--- config.mk ---
export PLATFORM = sky130hd
export DESIGN_NAME = pit_timer
export DESIGN_NICKNAME = d
export VERILOG_FILES = /design/src/rtl/pit_pkg.sv /design/src/rtl/pit_regs.sv /design/src/rtl/pit_trigger.sv /design/src/rtl/pit_core.sv /design/src/rtl/pit_timer.sv
export SDC_FILE = /design/constraint.sdc
export NUM_CORES = 1
export LEC_CHECK = 0
export BUFFER_PORTS_ARGS = -buffer_cell sky130_fd_sc_hd__buf_2
export CORE_MARGIN = 1
export CORE_UTILIZATION = 60
export CTS_CLUSTER_SIZE = 28
export DETAILED_ROUTE_END_ITERATION = 10
export MAX_ROUTING_LAYER = met4
export PLACE_DENSITY = 0.8
export SETUP_SLACK_MARGIN = 0.2
export SLEW_MARGIN = 25
export SYNTH_ARGS = -nofsm -noshare
export SYNTH_HDL_FRONTEND = slang
export SYNTH_HIERARCHICAL = 1
export SYNTH_SLANG_ARGS = --single-unit
--- constraint.sdc ---
create_clock -name clk -period 3.5 [get_ports clk]
set_input_delay 0.525 -clock clk [delete_from_list [all_inputs] [get_ports clk]]
set_output_delay 0.525 -clock clk [all_outputs]
set_load 0.005 [all_outputs]
--- src/rtl/pit_pkg.sv ---
package pit_pkg;

  localparam int MODE_W = 3;

  typedef enum logic [MODE_W-1:0] {
    MD_TCINT   = 3'd0,
    MD_ONESHOT = 3'd1,
    MD_RATE    = 3'd2,
    MD_SWSTB   = 3'd3,
    MD_HWSTB   = 3'd4
  } pit_mode_e;

  localparam logic ADDR_MODE  = 1'b0;
  localparam logic ADDR_COUNT = 1'b1;

  function automatic logic mode_legal(input logic [MODE_W-1:0] code);
    return code <= 3'd4;
  endfunction

  function automatic logic mode_self_start(input pit_mode_e m);
    return (m == MD_TCINT) || (m == MD_RATE) || (m == MD_SWSTB);
  endfunction

  function automatic logic mode_gate_trig(input pit_mode_e m);
    return (m == MD_ONESHOT) || (m == MD_HWSTB);
  endfunction

endpackage

--- src/rtl/pit_regs.sv ---
module pit_regs
  import pit_pkg::*;
#(
  parameter int CNT_W = 16
) (
  input  logic             clk,
  input  logic             rst_n,
  input  logic             wr_en,
  input  logic             wr_addr,
  input  logic [CNT_W-1:0] wr_data,
  output pit_mode_e        mode_q,
  output pit_mode_e        mode_new,
  output logic             mode_wr,
  output logic             cnt_wr,
  output logic [CNT_W:0]   load_val,
  output logic [CNT_W:0]   reload_q
);

  localparam logic [CNT_W:0] FULL_RANGE = {1'b1, {CNT_W{1'b0}}};

  assign mode_new = pit_mode_e'(wr_data[MODE_W-1:0]);
  assign mode_wr  = wr_en && (wr_addr == ADDR_MODE) && mode_legal(wr_data[MODE_W-1:0]);
  assign cnt_wr   = wr_en && (wr_addr == ADDR_COUNT);
  assign load_val = (wr_data == '0) ? FULL_RANGE : {1'b0, wr_data};

  always_ff @(posedge clk or negedge rst_n) begin
    if (!rst_n) begin
      mode_q   <= MD_TCINT;
      reload_q <= FULL_RANGE;
    end else begin
      if (mode_wr) mode_q <= mode_new;
      if (cnt_wr)  reload_q <= load_val;
    end
  end

endmodule

--- src/rtl/pit_trigger.sv ---
module pit_trigger #(
  parameter int SYNC_STG = 0
) (
  input  logic clk,
  input  logic rst_n,
  input  logic gate,
  output logic gate_lvl,
  output logic gate_rise
);

  logic gate_q;

  generate
    if (SYNC_STG == 0) begin : g_direct
      assign gate_lvl = gate;
    end else begin : g_sync
      logic [SYNC_STG-1:0] sync_q;
      always_ff @(posedge clk or negedge rst_n) begin
        if (!rst_n) sync_q <= '1;
        else        sync_q <= {sync_q[SYNC_STG-2:0], gate};
      end
      assign gate_lvl = sync_q[SYNC_STG-1];
    end
  endgenerate

  // Reset to high so a gate already high at reset release is not an edge.
  always_ff @(posedge clk or negedge rst_n) begin
    if (!rst_n) gate_q <= 1'b1;
    else        gate_q <= gate_lvl;
  end

  assign gate_rise = gate_lvl && !gate_q;

endmodule

--- src/rtl/pit_core.sv ---
module pit_core
  import pit_pkg::*;
#(
  parameter int CNT_W = 16
) (
  input  logic           clk,
  input  logic           rst_n,
  input  pit_mode_e      mode_q,
  input  pit_mode_e      mode_new,
  input  logic           mode_wr,
  input  logic           cnt_wr,
  input  logic [CNT_W:0] load_val,
  input  logic [CNT_W:0] reload_q,
  input  logic           tick,
  input  logic           gate_lvl,
  input  logic           gate_rise,
  output logic [CNT_W:0] cnt_q,
  output logic           running,
  output logic           out
);

  localparam logic [CNT_W:0] ONE = {{CNT_W{1'b0}}, 1'b1};

  logic advance;
  logic expire;
  logic trig;

  assign trig    = gate_rise && mode_gate_trig(mode_q);
  assign advance = running && tick && (gate_lvl || mode_gate_trig(mode_q));
  assign expire  = advance && (cnt_q == ONE);

  always_ff @(posedge clk or negedge rst_n) begin
    if (!rst_n) begin
      cnt_q   <= '0;
      running <= 1'b0;
      out     <= 1'b1;
    end else if (mode_wr) begin
      running <= 1'b0;
      out     <= (mode_new != MD_TCINT);
    end else if (cnt_wr && mode_self_start(mode_q)) begin
      cnt_q   <= load_val;
      running <= 1'b1;
      out     <= (mode_q != MD_TCINT);
    end else if (trig) begin
      cnt_q   <= reload_q;
      running <= 1'b1;
      out     <= (mode_q != MD_ONESHOT);
    end else if (expire) begin
      unique case (mode_q)
        MD_TCINT, MD_ONESHOT: begin
          out     <= 1'b1;
          running <= 1'b0;
          cnt_q   <= '0;
        end
        MD_RATE: begin
          out   <= 1'b0;
          cnt_q <= reload_q;
        end
        default: begin
          out     <= 1'b0;
          running <= 1'b0;
          cnt_q   <= '0;
        end
      endcase
    end else begin
      if (advance) cnt_q <= cnt_q - ONE;
      if (!out && (mode_q inside {MD_RATE, MD_SWSTB, MD_HWSTB})) out <= 1'b1;
    end
  end

endmodule

--- src/rtl/pit_timer.sv ---
module pit_timer
  import pit_pkg::*;
#(
  parameter int CNT_W    = 16,
  parameter int SYNC_STG = 0
) (
  input  logic             clk,
  input  logic             rst_n,
  input  logic             wr_en,
  input  logic             wr_addr,
  input  logic [CNT_W-1:0] wr_data,
  input  logic             gate,
  input  logic             tick,
  output logic             out
);

  pit_mode_e      mode_q;
  pit_mode_e      mode_new;
  logic           mode_wr;
  logic           cnt_wr;
  logic [CNT_W:0] load_val;
  logic [CNT_W:0] reload_q;
  logic           gate_lvl;
  logic           trig;
  logic [CNT_W:0] cnt_q;
  logic           running;

  pit_regs #(.CNT_W(CNT_W)) u_regs (
    .clk      (clk),
    .rst_n    (rst_n),
    .wr_en    (wr_en),
    .wr_addr  (wr_addr),
    .wr_data  (wr_data),
    .mode_q   (mode_q),
    .mode_new (mode_new),
    .mode_wr  (mode_wr),
    .cnt_wr   (cnt_wr),
    .load_val (load_val),
    .reload_q (reload_q)
  );

  pit_trigger #(.SYNC_STG(SYNC_STG)) u_trig (
    .clk       (clk),
    .rst_n     (rst_n),
    .gate      (gate),
    .gate_lvl  (gate_lvl),
    .gate_rise (trig)
  );

  pit_core #(.CNT_W(CNT_W)) u_core (
    .clk       (clk),
    .rst_n     (rst_n),
    .mode_q    (mode_q),
    .mode_new  (mode_new),
    .mode_wr   (mode_wr),
    .cnt_wr    (cnt_wr),
    .load_val  (load_val),
    .reload_q  (reload_q),
    .tick      (tick),
    .gate_lvl  (gate_lvl),
    .gate_rise (trig),
    .cnt_q     (cnt_q),
    .running   (running),
    .out       (out)
  );

endmodule

# [After elaboration in Yosys (flattened, before gate mapping)]
# Cells that the tools add are included.
[totals] out_inout_bits=1 in_bits=22 elab_cells=61 reg_bits=40
[classes] add_sub_neg=1 bitwise_logic=2 mux=17 reduce_logical=27 magnitude_cmp=1 eq_ne=7
[op_table] cell="$mux 17" n=6
[op_table] cell="$eq 17x1->1 const B" n=1
[op_table] cell="$sub 17x1->17 const B" n=1
[op_table] cell="$logic_not 16->1" n=1
[op_table] cell="$mux 1" n=11
[op_table] cell="$logic_and 1x1->1" n=10
[op_table] cell="$reduce_bool 3->1" n=3
[op_table] cell="$reduce_bool 4->1" n=2
[op_table] cell="$eq 3x2->1 const B" n=2
[op_table] cell="$reduce_bool 5->1" n=1
[op_table] cell="$logic_or 1x1->1" n=4
[op_table] cell="$ne 4x3->1 const B" n=1
[op_table] cell="$reduce_and 2->1" n=2
[op_table] cell="$eq 3x1->1 const B" n=1
[op_table] cell="$eq 3x3->1 const B" n=1
[op_table] cell="$le 3x3->1 const B" n=1
[op_table] cell="$logic_not 3->1" n=1
[op_table] cell="$ne 3x1->1 const B" n=1
[op_table] cell="$logic_not 1->1" n=2
[op_table] cell="$not 1->1" n=2
[op_table] cell="$reduce_or 2->1" n=1

# [Depth between registers and ports, before layout]
[depth] depth_word=9 ltp_mapped=9 mapped_depth_nobuf=7

# [Cells and area by module]
# The synthesis kept the hierarchy.
[modules_own_cells] mod="pit_core" n_inst=1 area_per_inst_um2=1649.1 cells_each=171 seq_area_each_um2=476.7
[modules_own_cells] mod="pit_regs" n_inst=1 area_per_inst_um2=933.4 cells_each=70 seq_area_each_um2=501.7
[modules_own_cells] mod="pit_trigger" n_inst=1 area_per_inst_um2=47.5 cells_each=3 seq_area_each_um2=26.3

# [Least setup slack after synthesis]
# No wires, ideal clock.
[synth_timing] path_kind="input-to-reg" start="input wr_addr" end="register u_core.cnt_q[4]" stages=8 setup_time_ns=0.086 slack_ns=1.479 t_arrival_ns=1.936 required_time_ns=3.414 n_path_buf=2 path_cell_list="nand2_4 > inv_1 > nor2b_1 > a22o_1 > or4b_1 > buf_6 > buf_12 > o221ai_2"
[synth_via] elab_cells_between_ends=9 cone_classes="1 x mux; 2 x bitwise; 6 x reduce/logical"
[synth_rtl] item="start: declaration" line_no="pit_timer.sv:10" source="input logic wr_addr,"
[synth_rtl] item="$logic_and 1x1->1 (*)" line_no="pit_regs.sv:23" source="assign cnt_wr = wr_en && (wr_addr == ADDR_COUNT);"
[synth_rtl] item="net cnt_wr" line_no="pit_timer.sv:20" source="logic cnt_wr;"
[synth_rtl] item="$logic_and 1x1->1 (*)" line_no="pit_core.sv:40" source="end else if (cnt_wr && mode_self_start(mode_q)) begin"
[synth_rtl] item="$reduce_bool 4->1 (no line)"
[synth_rtl] item="$reduce_and 2->1 (no line)"
[synth_rtl] item="end signal: assignment" line_no="pit_core.sv:41" source="cnt_q <= load_val;"
[synth_rtl] item="end signal: assignment" line_no="pit_core.sv:45" source="cnt_q <= reload_q;"
[synth_rtl] item="end signal: assignment" line_no="pit_core.sv:57" source="cnt_q <= reload_q;"
[synth_rtl] item="end: declaration" line_no="pit_core.sv:17" source="output logic [CNT_W:0] cnt_q,"
# Mark *: on every way through the listed nets, which the timed path passes. The rest lies on a longest branch.
# A chain may end at the register's enable or synchronous reset.

# [Worst setup path in the final report]
[layout_timing] start="input wr_addr" end="register u_core.cnt_q[6]"
# The elaborated chain is that of the path after synthesis.

==> flow_metrics.env <==
export IMPL_postCtsHoldBufs=0
export IMPL_ir_worst_vdd_v=0.0002791
export IMPL_leakagePower_nw=1.180
export IMPL_synth_fp_nets=268
export IMPL_gp_congestion=0.8330
export IMPL_intPower_mw=1.072
export IMPL_cts_tree="built"
export IMPL_antenna_cells=0
export IMPL_grt_setup_unrepaired="false"
export IMPL_rows=23
export IMPL_ys_warn_count=6
export IMPL_p_clk_frac=0.170
export IMPL_clock_skew_final_ps=8.186
export IMPL_wl_per_cell_um=17.14
export IMPL_power_density_mw_per_mm2=640.7
export IMPL_synth_edf_count=0
export IMPL_synth_area_leaders="dfrtp_1 35%, o221ai_2 6.9%, mux2_4 5.7%"
export IMPL_grt_max_degree=41
export IMPL_yosys_top_cells_count="37 x dfrtp_1, 22 x inv_1, 18 x clkbuf_1, 15 x a22oi_1, 12 x o221ai_2"
export IMPL_numCtsBuffers=5
export IMPL_crit_path_end_kind="flop"
export IMPL_synth_seq_cells=40
export IMPL_dr_total_vias=1822
export IMPL_area_growth_pct=2.997
export IMPL_route_detailed_drc=0
export IMPL_cp_max_fo=17
export IMPL_relSlewSlack=0.4018
export IMPL_cp_slowest_cell="or4b_1"
export IMPL_ys_types=57
export IMPL_fin_util=0.6583
export IMPL_drive_gt1_frac=0.3156
export IMPL_hold_viol=0
export IMPL_power_switching_uw=663.2
export IMPL_viasPerCell=6.197
export IMPL_crit_family="simple AND/OR/NAND/NOR gates"
export IMPL_period_needed_ps=2485
export IMPL_cts_sinks=40
export IMPL_synth_top_area_cell="dfrtp_1"
export IMPL_arrival_ps=2700
export IMPL_grt_first_pass_wirelength_um=7755
export IMPL_antenna_found_initial=0
export IMPL_detailed_place_hpwl_um=3369
export IMPL_numPortBuffers=22
export IMPL_worst_path_buf_inv=2
export IMPL_regArea_mm2=0.001005
export IMPL_die_area_mm2=0.004652
export IMPL_max_slew_worst_pin_slew_ps=897.3
export IMPL_synth_most_common_cell="dfrtp_1"
export IMPL_fmaxAchievable_ghz=0.4023
export IMPL_cts_root_buf="clkbuf_8"
export IMPL_final_max_slew_viol_count=0
export IMPL_cts_reportedPaths_clkPinSlew_ps=70
export IMPL_wirelength_um=5039
export IMPL_ys_async_sr_fraction=1.000
export IMPL_start_util=0.6391
export IMPL_first_global_vias=1603
export IMPL_track_usage=0.2379
export IMPL_multi_input_area_mm2=0.001353
export IMPL_sw_frac_of_total=0.3821
export IMPL_status="completed"
export IMPL_clockBufferDepth=2
export IMPL_syn_inst=244
export IMPL_syn_area_mm2=0.002630
export IMPL_slowest_delay_ps=850
export IMPL_nNetsFinal=267
export IMPL_comb_power_share=0.390
export IMPL_period_share=0.7101
export IMPL_pin_count=23
export IMPL_power_share_sequential=0.439
export IMPL_synth_top_flop_cell="dfrtp_1"
export IMPL_finalPower_mw=1.736
export IMPL_post_cts_setup_buffers=0
export IMPL_drtIter0Drc=161
export IMPL_die_h_um=68.21
export IMPL_nFillCells=340
export IMPL_cp_cell_sequence="buf_2, nand2_4, inv_1, nor2b_1, a22o_1, or4b_1, a2bb2oi_1, o211ai_2"
export IMPL_ant_nets=0
export IMPL_whs_ps=347.3
export IMPL_synth_top_area_frac=0.3520
export IMPL_clk_latency_ps=290
export IMPL_min_path_type="input pin to asynchronous set/reset pin"
export IMPL_worstPathRequired_ps=3720
export IMPL_setup_tns_ps=0
export IMPL_die_x_um=68.21
export IMPL_cts_max_level=2
export IMPL_report_final_setup_viol=0
export IMPL_grt_overflow=0
export IMPL_drtPass1Iterations=4
export IMPL_syn_mean_instance_area_um2=10.78
export IMPL_core_area_mm2=0.004115
export IMPL_max_cap_violations=0
export IMPL_ctsResizeCount=0
export IMPL_seq_area_frac_synth=0.3820
export IMPL_path_class="input pin to flop"
export IMPL_start_kind="input pin"
## logic make-up (layout without fill, tap and decap cells)
| family | Yosys count | in the layout | synth area share |
|---|---|---|---|
| buffers and inverters | 54 | 54 | 0.1037 |
| XOR/XNOR | 15 | 15 | 0.05709 |
| multiplexers | 21 | 21 | 0.1037 |
| AO/OA/AOI/OAI | 54 | 54 | 0.1974 |
| flip-flops | 40 | 40 | 0.3820 |
| adder cells (fa/ha/maj) | 2 | 2 | 0.009513 |
| AND/OR/NAND/NOR | 58 | 58 | 0.1465 |
## cells in the final DEF, fill, tap and decap left out, types with 5 or more instances in the layout
master	n
nor2_1	10
dfrtp_1	37
mux2_2	10
clkbuf_8	5
xnor2_1	10
buf_2	22
o21ai_0	5
nand2_1	8
nor4_1	7
inv_1	22
mux2_4	10
or4_1	5
o221ai_2	12
a22oi_1	15
## state kept, by name, summed over array words and instances (netlist names)
signal,flops
u_trig/gate_q,1
u_regs/reload_q,17
u_regs/mode_q,3
u_core/running,1
u_core/out,1
u_core/cnt_q,17
## metrics by stage
step | setup WS (ps) | cell area, µm² | cells
after floorplan | 1479 | 2630 | 244
after global placement | 745.0 | 2628 | 286
after detailed placement | 717.9 | 2628 | 286
after CTS | 1024 | 2709 | 294
after global routing | 940.3 | 2709 | 294
final | 1015 | 2709 | 294
## layer usage
layer  GRT usage  routed length (µm)  vias to the layer above  share of wire
met2      0.3333                2243                       39           0.45
met3     0.05000                 191                        8          0.038
met1      0.3358                2533                      904           0.50
li1            -                   -                      871              -
met5           -                   0                        -              0
met4     0.08594                  71                        0          0.014
## power by group through the flow
stage / logic, mW / registers [mW] / clock network (mW)
CTS: 0.675 / 0.762 / 0.302
detailed placement: 0.668 / 0.765 / 0
finish: 0.678 / 0.763 / 0.295
floorplan: 0.613 / 0.709 / 0
global placement: 0.654 / 0.764 / 0
global route: 0.732 / 0.784 / 0.323
## path summary, 6_finish.rpt
path / startpoint / endpoint / slack, ps / cells past startpoint
setup / recovery: wr_addr / u_core/cnt_q[6] / 1010 / 8
hold / removal: rst_n / u_core/running / 350 / 1
setup reg to reg: u_core/cnt_q[1] / u_core/cnt_q[6] / 1120 / 7
hold reg to reg: u_regs/reload_q[1] / u_regs/reload_q[1] / 510 / 1
max in group asynchronous: rst_n / u_core/cnt_q[16] / 2580 / 1
min in group clk: gate / u_trig/gate_q / 350 / 1
## final cells by class
type / count / share of cell area
Clock inverter: 1 / 0.001848
Sequential cell: 40 / 0.3709
Clock buffer: 7 / 0.02818
Timing Repair Buffer: 24 / 0.04619
Multi-Input combinational cell: 150 / 0.4993
Tap cell: 50 / 0.02309
Inverter: 22 / 0.03048
(Power assumes the default switching activity.)
